--- src/rtl/icc_pkg.sv ---
`timescale 1ns/1ps
// Package: shared types and constants of the instruction-cycle sequencer.
// Assumes an instruction word of {indirect, opcode, address}.
package icc_pkg;
    localparam int OP_W   = 3;
    localparam int STEP_W = 2;

    typedef enum logic [2:0] {
        SC_FETCH = 3'd0,
        SC_INDIR = 3'd1,
        SC_EXEC  = 3'd2,
        SC_INTR  = 3'd3,
        SC_HALT  = 3'd4
    } subcycle_e;

    localparam logic [OP_W-1:0] OP_ADD_AC = 3'd0;
    localparam logic [OP_W-1:0] OP_ISZ    = 3'd1;
    localparam logic [OP_W-1:0] OP_ADD_R1 = 3'd2;
    localparam logic [OP_W-1:0] OP_HALT   = 3'd7;

    // Per-step enables for the datapath
    typedef struct packed {
        logic mar_pc;
        logic mar_ir;
        logic mar_save;
        logic mbr_mem;
        logic mbr_pc;
        logic mbr_inc;
        logic pc_inc;
        logic pc_handler;
        logic pc_skip;
        logic ir_load;
        logic ir_addr_load;
        logic ac_add;
        logic r1_add;
        logic ie_clear;
        logic mem_rd;
        logic mem_wr;
    } ctl_t;

    // Index of the final execute step for an opcode
    function automatic logic [STEP_W-1:0] exec_last(input logic [OP_W-1:0] op);
        case (op)
            OP_ADD_AC, OP_ADD_R1: exec_last = 2'd2;
            OP_ISZ:               exec_last = 2'd3;
            default:              exec_last = 2'd0;
        endcase
    endfunction

    // True for opcodes that fetch a memory operand
    function automatic logic has_operand(input logic [OP_W-1:0] op);
        has_operand = (op == OP_ADD_AC) || (op == OP_ADD_R1) || (op == OP_ISZ);
    endfunction
endpackage

--- src/rtl/icc_sequencer.sv ---
`timescale 1ns/1ps
// Module: icc_sequencer
// Steps the subcycle/step state. Fetch chooses indirect or execute from
// the flag bit of the word in the buffer. Execute ends at an opcode-dependent
// step and then goes to halt, interrupt or fetch.
// Assumes: op is stable for the whole indirect and execute subcycles.
module icc_sequencer
    import icc_pkg::*;
(
    input  logic                  clk,
    input  logic                  rst_n,
    input  logic [OP_W-1:0]       op,
    input  logic                  ind_flag,
    input  logic                  irq,
    input  logic                  ie,
    output subcycle_e             sub_q,
    output logic [STEP_W-1:0]     step_q
);
    logic exec_done;
    assign exec_done = (sub_q == SC_EXEC) && (step_q == exec_last(op));

    // Purpose: advance the step counter and choose the next subcycle
    always_ff @(posedge clk) begin
        if (!rst_n) begin
            sub_q  <= SC_FETCH;
            step_q <= '0;
        end else begin
            case (sub_q)
                SC_FETCH: begin
                    if (step_q == 2'd2) begin
                        sub_q  <= ind_flag ? SC_INDIR : SC_EXEC;
                        step_q <= '0;
                    end else begin
                        step_q <= step_q + 1'b1;
                    end
                end
                SC_INDIR: begin
                    if (step_q == 2'd2) begin
                        sub_q  <= SC_EXEC;
                        step_q <= '0;
                    end else begin
                        step_q <= step_q + 1'b1;
                    end
                end
                SC_EXEC: begin
                    if (exec_done) begin
                        step_q <= '0;
                        if (op == OP_HALT)      sub_q <= SC_HALT;
                        else if (irq && ie)     sub_q <= SC_INTR;
                        else                    sub_q <= SC_FETCH;
                    end else begin
                        step_q <= step_q + 1'b1;
                    end
                end
                SC_INTR: begin
                    if (step_q == 2'd2) begin
                        sub_q  <= SC_FETCH;
                        step_q <= '0;
                    end else begin
                        step_q <= step_q + 1'b1;
                    end
                end
                default: begin
                    sub_q  <= SC_HALT;
                    step_q <= '0;
                end
            endcase
        end
    end

    // the indirect subcycle starts only straight after a fetch
    assert_indir_entry_R4: assert property (@(posedge clk) disable iff (!rst_n)
        (sub_q == SC_INDIR && step_q == 2'd0) |-> ($past(sub_q) == SC_FETCH));

    // the interrupt subcycle starts only from an execute end with request and enable
    assert_intr_entry_R7: assert property (@(posedge clk) disable iff (!rst_n)
        (sub_q == SC_INTR && step_q == 2'd0) |->
            ($past(sub_q) == SC_EXEC && $past(irq) && $past(ie)));

    // three-step subcycles never report step 3
    assert_step_range_R10: assert property (@(posedge clk) disable iff (!rst_n)
        (sub_q != SC_EXEC) |-> (step_q <= 2'd2));
endmodule

--- src/rtl/icc_decode.sv ---
`timescale 1ns/1ps
// Module: icc_decode
// Hardwired step decoder. Maps (subcycle, step, opcode) onto the set of
// micro-operations that run in parallel in that step.
// Assumes: purely combinational; the sequencer supplies legal states.
module icc_decode
    import icc_pkg::*;
(
    input  subcycle_e         sub,
    input  logic [STEP_W-1:0] step,
    input  logic [OP_W-1:0]   op,
    output ctl_t              ctl
);
    // Purpose: raise the enables for the current step
    always_comb begin
        ctl = '0;
        case (sub)
            SC_FETCH: begin
                case (step)
                    2'd0: ctl.mar_pc = 1'b1;
                    2'd1: begin
                        ctl.mem_rd  = 1'b1;
                        ctl.mbr_mem = 1'b1;
                        ctl.pc_inc  = 1'b1;
                    end
                    2'd2: ctl.ir_load = 1'b1;
                    default: ;
                endcase
            end
            SC_INDIR: begin
                case (step)
                    2'd0: ctl.mar_ir = 1'b1;
                    2'd1: begin
                        ctl.mem_rd  = 1'b1;
                        ctl.mbr_mem = 1'b1;
                    end
                    2'd2: ctl.ir_addr_load = 1'b1;
                    default: ;
                endcase
            end
            SC_EXEC: begin
                if (has_operand(op)) begin
                    case (step)
                        2'd0: ctl.mar_ir = 1'b1;
                        2'd1: begin
                            ctl.mem_rd  = 1'b1;
                            ctl.mbr_mem = 1'b1;
                        end
                        2'd2: begin
                            if (op == OP_ISZ)         ctl.mbr_inc = 1'b1;
                            else if (op == OP_ADD_AC) ctl.ac_add  = 1'b1;
                            else                      ctl.r1_add  = 1'b1;
                        end
                        2'd3: begin
                            if (op == OP_ISZ) begin
                                ctl.mem_wr  = 1'b1;
                                ctl.pc_skip = 1'b1;
                            end
                        end
                        default: ;
                    endcase
                end
            end
            SC_INTR: begin
                case (step)
                    2'd0: ctl.mbr_pc = 1'b1;
                    2'd1: begin
                        ctl.mar_save   = 1'b1;
                        ctl.pc_handler = 1'b1;
                        ctl.ie_clear   = 1'b1;
                    end
                    2'd2: ctl.mem_wr = 1'b1;
                    default: ;
                endcase
            end
            default: ;
        endcase
    end
endmodule

--- src/rtl/icc_datapath.sv ---
`timescale 1ns/1ps
// Module: icc_datapath
// Holds PC, MAR, MBR, IR, AC, the general register and the interrupt
// enable, and applies the enables of one step per clock.
// Assumes: the decoder never enables two sources for one register.
module icc_datapath
    import icc_pkg::*;
#(
    parameter int                ADDR_W       = 4,
    parameter int                DATA_W       = ADDR_W + OP_W + 1,
    parameter logic [ADDR_W-1:0] SAVE_ADDR    = '0,
    parameter logic [ADDR_W-1:0] HANDLER_ADDR = 1
) (
    input  logic              clk,
    input  logic              rst_n,
    input  ctl_t              ctl,
    input  logic [DATA_W-1:0] mem_rdata,
    output logic [ADDR_W-1:0] pc_q,
    output logic [ADDR_W-1:0] mar_q,
    output logic [DATA_W-1:0] mbr_q,
    output logic [DATA_W-1:0] ir_q,
    output logic [DATA_W-1:0] ac_q,
    output logic [DATA_W-1:0] r1_q,
    output logic              ie_q
);
    localparam int EXT_W = DATA_W - ADDR_W;

    logic mbr_zero;
    assign mbr_zero = (mbr_q == '0);

    // Purpose: program counter - fetch increment, handler load, skip
    always_ff @(posedge clk) begin
        if (!rst_n)                      pc_q <= '0;
        else if (ctl.pc_inc)             pc_q <= pc_q + 1'b1;
        else if (ctl.pc_handler)         pc_q <= HANDLER_ADDR;
        else if (ctl.pc_skip && mbr_zero) pc_q <= pc_q + 1'b1;
    end

    // Purpose: memory address register from PC, IR field or save address
    always_ff @(posedge clk) begin
        if (!rst_n)            mar_q <= '0;
        else if (ctl.mar_pc)   mar_q <= pc_q;
        else if (ctl.mar_ir)   mar_q <= ir_q[ADDR_W-1:0];
        else if (ctl.mar_save) mar_q <= SAVE_ADDR;
    end

    // Purpose: memory buffer from memory, from PC, or incremented
    always_ff @(posedge clk) begin
        if (!rst_n)           mbr_q <= '0;
        else if (ctl.mbr_mem) mbr_q <= mem_rdata;
        else if (ctl.mbr_pc)  mbr_q <= {{EXT_W{1'b0}}, pc_q};
        else if (ctl.mbr_inc) mbr_q <= mbr_q + 1'b1;
    end

    // Purpose: instruction register, whole word or address field only
    always_ff @(posedge clk) begin
        if (!rst_n)                ir_q <= '0;
        else if (ctl.ir_load)      ir_q <= mbr_q;
        else if (ctl.ir_addr_load) ir_q[ADDR_W-1:0] <= mbr_q[ADDR_W-1:0];
    end

    // Purpose: accumulator and general register adders
    always_ff @(posedge clk) begin
        if (!rst_n) begin
            ac_q <= '0;
            r1_q <= '0;
        end else begin
            if (ctl.ac_add) ac_q <= ac_q + mbr_q;
            if (ctl.r1_add) r1_q <= r1_q + mbr_q;
        end
    end

    // Purpose: interrupt enable, set by reset and cleared on entry
    always_ff @(posedge clk) begin
        if (!rst_n)            ie_q <= 1'b1;
        else if (ctl.ie_clear) ie_q <= 1'b0;
    end

    // the IR is loaded only in the step after the buffer was filled from memory
    assert_ir_after_read_R2: assert property (@(posedge clk) disable iff (!rst_n)
        ctl.ir_load |-> $past(ctl.mbr_mem));

    // handler entry leaves PC at the handler, MAR at the save slot, enable clear
    assert_handler_entry_R8: assert property (@(posedge clk) disable iff (!rst_n)
        ctl.pc_handler |=> (pc_q == HANDLER_ADDR) && (mar_q == SAVE_ADDR) && !ie_q);

    // a skip never happens on a non-zero incremented value
    assert_no_false_skip_R6: assert property (@(posedge clk) disable iff (!rst_n)
        (ctl.pc_skip && !mbr_zero) |=> $stable(pc_q));
endmodule

--- src/rtl/instr_cycle_ctrl.sv ---
`timescale 1ns/1ps
// Module: instr_cycle_ctrl (top)
// Hardwired control unit with its register set: sequencer, step decoder and
// datapath. The memory port address is MAR and the write data is MBR.
// Assumes: mem_rdata is valid for mem_addr while mem_rd is high; memory
// stores mem_wdata on the rising edge while mem_wr is high.
module instr_cycle_ctrl
    import icc_pkg::*;
#(
    parameter int                ADDR_W       = 4,
    parameter logic [ADDR_W-1:0] SAVE_ADDR    = '0,
    parameter logic [ADDR_W-1:0] HANDLER_ADDR = 1
) (
    input  logic                         clk,
    input  logic                         rst_n,
    input  logic                         irq,
    input  logic [ADDR_W+OP_W:0]         mem_rdata,
    output logic [ADDR_W-1:0]            mem_addr,
    output logic [ADDR_W+OP_W:0]         mem_wdata,
    output logic                         mem_rd,
    output logic                         mem_wr,
    output logic [ADDR_W-1:0]            pc_o,
    output logic [ADDR_W+OP_W:0]         ac_o,
    output logic [ADDR_W+OP_W:0]         r1_o,
    output logic [ADDR_W+OP_W:0]         ir_o,
    output logic                         halted,
    output logic [2:0]                   dbg_subcycle,
    output logic [STEP_W-1:0]            dbg_step
);
    localparam int DATA_W = ADDR_W + OP_W + 1;

    subcycle_e          sub;
    logic [STEP_W-1:0]  step;
    ctl_t               ctl;
    logic [ADDR_W-1:0]  pc_q, mar_q;
    logic [DATA_W-1:0]  mbr_q, ir_q, ac_q, r1_q;
    logic               ie_q;
    logic [OP_W-1:0]    op;

    assign op = ir_q[DATA_W-2 -: OP_W];

    icc_sequencer u_seq (
        .clk      (clk),
        .rst_n    (rst_n),
        .op       (op),
        .ind_flag (mbr_q[DATA_W-1]),
        .irq      (irq),
        .ie       (ie_q),
        .sub_q    (sub),
        .step_q   (step)
    );

    icc_decode u_dec (
        .sub  (sub),
        .step (step),
        .op   (op),
        .ctl  (ctl)
    );

    icc_datapath #(
        .ADDR_W       (ADDR_W),
        .DATA_W       (DATA_W),
        .SAVE_ADDR    (SAVE_ADDR),
        .HANDLER_ADDR (HANDLER_ADDR)
    ) u_dp (
        .clk       (clk),
        .rst_n     (rst_n),
        .ctl       (ctl),
        .mem_rdata (mem_rdata),
        .pc_q      (pc_q),
        .mar_q     (mar_q),
        .mbr_q     (mbr_q),
        .ir_q      (ir_q),
        .ac_q      (ac_q),
        .r1_q      (r1_q),
        .ie_q      (ie_q)
    );

    assign mem_addr     = mar_q;
    assign mem_wdata    = mbr_q;
    assign mem_rd       = ctl.mem_rd;
    assign mem_wr       = ctl.mem_wr;
    assign pc_o         = pc_q;
    assign ac_o         = ac_q;
    assign r1_o         = r1_q;
    assign ir_o         = ir_q;
    assign halted       = (sub == SC_HALT);
    assign dbg_subcycle = sub;
    assign dbg_step     = step;

    // read and write strobes are never high together
    assert_rd_wr_excl_R2: assert property (@(posedge clk) disable iff (!rst_n)
        !(mem_rd && mem_wr));

    // once halted, the port is quiet and the registers hold
    assert_halt_quiet_R9: assert property (@(posedge clk) disable iff (!rst_n)
        (halted && $past(halted)) |->
            (!mem_rd && !mem_wr && $stable(pc_o) && $stable(ac_o) && $stable(r1_o)));
endmodule

--- config.mk ---
export PLATFORM = sky130hd
export DESIGN_NAME = instr_cycle_ctrl
export DESIGN_NICKNAME = d
export VERILOG_FILES = /design/src/rtl/icc_pkg.sv /design/src/rtl/icc_sequencer.sv /design/src/rtl/icc_decode.sv /design/src/rtl/icc_datapath.sv /design/src/rtl/instr_cycle_ctrl.sv
export SDC_FILE = /design/constraint.sdc
export NUM_CORES = 1
export LEC_CHECK = 0
export BUFFER_PORTS_ARGS = -buffer_cell sky130_fd_sc_hd__buf_2
export CAP_MARGIN = 15
export CORE_ASPECT_RATIO = 2
export CORE_MARGIN = 5
export CORE_UTILIZATION = 25
export DETAILED_ROUTE_END_ITERATION = 16
export SKIP_CTS_REPAIR_TIMING = 1
export SYNTH_ARGS = -nofsm -noshare
export SYNTH_HDL_FRONTEND = slang
export SYNTH_SLANG_ARGS = --single-unit
--- constraint.sdc ---
create_clock -name clk -period 2.4 [get_ports clk]
set_clock_uncertainty 0.15 [all_clocks]
set_input_delay 0.36 -clock clk [delete_from_list [all_inputs] [get_ports clk]]
set_output_delay 0.36 -clock clk [all_outputs]
set_load 0.005 [all_outputs]
==> After elaboration in Yosys (flattened, before gate mapping) <==
Cells that the tools add are included.
{ "word_totals": {"reg_bits": 46, "output_inout_bits": 48, "inputBits": 11} }
{ "op_classes": {"addsub": 5, "eq_ne": 15, "mux": 52, "n_reduce_logical": 17} }
{ "op_table": {"columns": ["cell", "n"], "rows": [
  ["$mux 4", 8],
  ["$mux 8", 3],
  ["$mux 1", 20],
  ["$mux 2", 9],
  ["$add 8x8->8", 2],
  ["$mux 3", 5],
  ["$pmux 3 s4", 1],
  ["$eq 3x2->1 const B", 3],
  ["$reduce_bool 3->1", 3],
  ["$add 8x1->8 const B", 1],
  ["$logic_not 8->1", 1],
  ["$pmux 1 s2", 4],
  ["$pmux 2 s2", 2],
  ["$eq 3x1->1 const B", 2],
  ["$eq 3x3->1 const B", 2],
  ["$logic_not 3->1", 2],
  ["$add 4x1->4 const B", 1],
  ["$eq 2x2->1 const B", 2],
  ["$ne 2x1->1 const B", 2],
  ["$ne 2x2->1 const B", 2],
  ["$reduce_and 4->1", 1],
  ["$reduce_or 2->1", 2],
  ["$logic_and 1x1->1", 3],
  ["$reduce_or 3->1", 1],
  ["other kinds (6)", 7]
]} }

==> Longest topological paths before layout <==
{ "depth": {"depth_word": 9, "depth_mapped": 9} }

==> By module <==
Synthesis repeated with hierarchy kept, for this count alone.
{ "hier_totals": {"hier_cells": 355, "hier_area_um2": 2944.1} }
{ "modules_own_cells": {"columns": ["module", "cells_each", "area_per_inst_um2", "instances"], "rows": [
  ["icc_datapath", 286, 2374.8, 1],
  ["icc_sequencer", 39, 337.8, 1],
  ["icc_decode", 29, 219.0, 1],
  ["instr_cycle_ctrl", 1, 12.5, 1]
]} }

==> Worst setup path before layout <==
No wires, ideal clock.
{ "synth_timing": {"path_type": "reg2reg", "startpoint": "reg u_dp.mbr_q[1]", "endpoint": "reg u_dp.r1_q[7]", "path_buffers": 0, "setup_slack_ns": 0.184, "t_required_ns": 2.178, "stages_incl_launch_ff": 8, "setup_time_ns": 0.072, "period_less_slack_ns": 2.216, "arrival_ns": 1.995, "cell_sequence": "dfxtp_1 ha_1 a21oi_1 nor2b_1 a311o_1 o31ai_1 mux2i_1 mux2i_1"} }
{ "synth_via": {"elab_chain_len": 1} }
{ "synth_rtl": {"columns": ["item", "line", "source"], "rows": [
  ["start, declared", "icc_datapath.sv:20", "output logic [DATA_W-1:0] mbr_q,"],
  ["start signal, assigned", "icc_datapath.sv:50", "else if (ctl.mbr_mem) mbr_q <= mem_rdata;"],
  ["start signal, assigned", "icc_datapath.sv:51", "else if (ctl.mbr_pc) mbr_q <= {{EXT_W{1'b0}}, pc_q};"],
  ["start signal, assigned", "icc_datapath.sv:52", "else if (ctl.mbr_inc) mbr_q <= mbr_q + 1'b1;"],
  ["$add 8x8->8", "icc_datapath.sv:69", "if (ctl.r1_add) r1_q <= r1_q + mbr_q;"],
  ["end signal, assigned", "icc_datapath.sv:69", null],
  ["end, declared", "icc_datapath.sv:23", "output logic [DATA_W-1:0] r1_q,"]
]} }
Every way passes these cells.
A chain may end at the register's enable or synchronous reset.

==> Worst setup path after layout <==
{ "layout_timing": {"startpoint": "reg u_dp.mbr_q[0]", "endpoint": "reg u_dp.r1_q[6]"} }
Same word-level chain as after synthesis.

==> results.sh <==
export IMPL_pin_count=59
export IMPL_nFillCells=1253
export IMPL_critical_path_startpoint="u_dp.mbr_q[0]$_SDFFE_PN0P_"
export IMPL_grt_usage_pct=12.1
export IMPL_syn_nets=367
export IMPL_drc=0
export IMPL_p_total_mw=2.32
export IMPL_cp_depth=8
export IMPL_cp_max_fo=4
export IMPL_grt_max_degree=32
export IMPL_hold_viol=0
export IMPL_clock_sinks=46
export IMPL_min_delay_path_class="input pin to flop"
export IMPL_syn2layout_area_growth_pct=23.7
export IMPL_via_per_inst=4.91
export IMPL_rsz0062_at_grt="false"
export IMPL_post_route_min_period_ns=2.22
export IMPL_htreeDepth=2
export IMPL_syn_area_sq_um=2880
export IMPL_tightest_slew_ns=0.492
export IMPL_die_area_sq_um=13900
export IMPL_clk_latency_ns=0.29
export IMPL_rows=55
export IMPL_postSynthAreaPerCell_sq_um=8.68
export IMPL_synth_edff_count=0
export IMPL_grt_pass1_vias=2629
export IMPL_cp_top_family="compound AO/OA/AOI/OAI gates"
export IMPL_finalMaxSlewViolations=0
export IMPL_regArea_sq_um=921
export IMPL_max_cap_viol_count=0
export IMPL_crit_path_end_kind="flop"
export IMPL_coreArea_sq_um=11300
export IMPL_min_delay_start="mem_rdata[0]"
export IMPL_synth_top_area_share_pct=31.9
export IMPL_cts_root_buf="clkbuf_16"
export IMPL_ys_flop_type="dfxtp_1"
export IMPL_cts_tree="built"
export IMPL_synth_most_common_cell="dfxtp_1"
export IMPL_initial_core_util_pct=25.5
export IMPL_cp_start_kind="flop"
export IMPL_grt_overflow_total=0
export IMPL_drtPass1Iterations=4
export IMPL_vias=2647
export IMPL_final_nets=433
export IMPL_tns_ns=0
export IMPL_timing_rr_end="u_dp.r1_q[6]$_SDFFE_PN0P_"
export IMPL_grt_pass1_wl_mm=13.2
export IMPL_seq_area_frac_synth_pct=31.9
export IMPL_numCtsBuffers=5
export IMPL_drive_gt1_share_pct=24.4
export IMPL_fin_crit_sh_pct=92.6
export IMPL_timing_slew_headroom_pct=67.2
export IMPL_critical_path_buf_inv_count=0
export IMPL_ant_nets=0
export IMPL_crit_path_max_incr_delay_ns=0.41
export IMPL_wire_per_inst_um=15.4
export IMPL_synthTopCellsByArea="dfxtp_1 (32%), ha_1 (9.5%), mux2i_1 (7.6%), nor2b_1 (4.6%), nand2_1 (3.8%)"
export IMPL_async_flop_share_pct=0
export IMPL_crit_path_cell_trace="ha_1 > fa_1 > a21o_1 > a21oi_2 > o21bai_1 > a2111oi_2 > a41oi_1 > o211ai_2"
export IMPL_setup_viol=0
export IMPL_cp_required_ns=2.47
export IMPL_drt_iter0_markers=185
export IMPL_clk_path_buf_depth=2
export IMPL_diodes=0
export IMPL_r2r_cells=8
export IMPL_synth_top_area_cell="dfxtp_1"
export IMPL_dpl_hpwl_mm=6.63
export IMPL_gp_congestion=0.806
export IMPL_antenna_found_initial=0
export IMPL_multi_input_area_sq_um=1850
export IMPL_wl_mm=8.28
export IMPL_holdWs_ns=0.147
export IMPL_synthCells=332
export IMPL_critPathSlowestCell="fa_1"
export IMPL_synth_cell_types=54
export IMPL_p_leak_nw=1.65
export IMPL_power_density_nw_per_um2=650
export IMPL_worstPathArrival_ns=2.29
export IMPL_yosysWarnings=0
export IMPL_status="finished clean"
export IMPL_port_buffers=58
export IMPL_synthTopCellsByCount="dfxtp_1 (46), nand2_1 (29), nor2_1 (24), ha_1 (22), mux2i_1 (22)"
export IMPL_ys_ff_latch=46
export IMPL_ir_drop_uv=381
export IMPL_die_h_um=162
export IMPL_setup_worst_path_end="u_dp.r1_q[6]$_SDFFE_PN0P_"
export IMPL_criticalPathCategory="flop to flop"
export IMPL_rrSetupSlack_ns=0.18
export IMPL_timing_rr_start="u_dp.mbr_q[0]$_SDFFE_PN0P_"
export IMPL_die_w_um=85.9
export IMPL_max_freq_mhz=450
export IMPL_clkTransAtPathRegs_ns=0.06
cell type report:
class | instances | share of cell area (%)
Multi-Input combinational cell | 258 | 52.0
Sequential cell | 46 | 25.8
Timing Repair Buffer | 78 | 12.4
Tap cell | 142 | 4.98
Clock buffer | 6 | 3.90
Inverter | 9 | 0.948
registers in the layout (all words and copies together) (netlist names):
register      cells
u_dp.ie_q         1
u_seq.sub_q       3
u_dp.mar_q        4
u_dp.mbr_q        8
u_dp.ir_q         8
u_dp.ac_q         8
u_dp.r1_q         8
u_seq.step_q      2
u_dp.pc_q         4
worst register-to-register path, stage by stage (launching register included):
cell       delay, ns
dfxtp_1         0.34
ha_1            0.24
fa_1            0.41
a21o_1          0.19
a21oi_2         0.18
o21bai_1        0.11
a2111oi_2       0.36
a41oi_1         0.10
o211ai_2        0.08
routing by layer:
metal  wire [um]  part of all wire (%)  vias to the layer above  GRT usage (%)
met5           0                     0                        -              0
met4         318                   3.8                        0           6.77
met3         263                   3.2                       21           1.93
met2        4520                    55                       71           22.3
met1        3180                    38                     1246           12.5
li1            -                     -                     1309              -
cells in the final DEF (no fill, tap or decap), drive strengths merged, types with 2 or more instances in the layout:
master,count
a41oi,2
nand2b,9
a32oi,2
xor2,5
nand2,30
clkbuf,6
and3,2
nor3,4
a22oi,5
o31ai,2
buf,78
a211oi,3
nor4b,2
nor3b,4
nor2,24
nor2b,21
a21oi,18
a21o,2
a31o,2
or2,3
xnor2,11
dfxtp,46
ha,22
and2,2
inv,9
o211ai,3
o211a,6
mux2i,22
nand3,13
fa,2
nand4b,2
nand4,3
o21ai,18
stage by stage:
step	cell area [sq um]	worst slack (ns)	std cells	util [%]
final	3560	0.177	539	31.6
after global routing	3560	0.0335	539	31.6
after CTS	3560	0.124	539	31.6
after detailed placement	3420	0.146	533	30.3
after global placement	3420	0.179	533	30.3
after floorplan	2880	0.184	332	-
worst min-delay path by stage:
stage | endpoint | slack, ns | depth (start not counted)
4_1_cts | u_dp.mbr_q[0]$_SDFFE_PN0P_ | 0.14 | 3
2_1_floorplan | u_dp.ie_q$_SDFFE_PN1P_ | 0.27 | 2
3_5_place_dp | u_dp.mar_q[0]$_SDFFE_PN0P_ | 0.29 | 2
5_1_grt | u_dp.mbr_q[0]$_SDFFE_PN0P_ | 0.21 | 3
3_3_place_gp | u_dp.mar_q[3]$_SDFFE_PN0P_ | 0.28 | 2
6_report | u_dp.mbr_q[0]$_SDFFE_PN0P_ | 0.15 | 3
power breakdown:
part	internal, mW	switching, mW
Combinational	0.323	0.411
Sequential	0.820	0.0801
Clock	0.403	0.280
cell families after synthesis:
| logic type | share of synthesized area, % |
|---|---|
| xor+xnor | 4.86 |
| fa+ha+maj | 10.9 |
| compound gates | 17.4 |
| flops | 31.9 |
| buf+inv | 3.91 |
| mux | 7.64 |
| simple gates | 23.4 |
No activity file was read; power rests on OpenSTA's default activity.
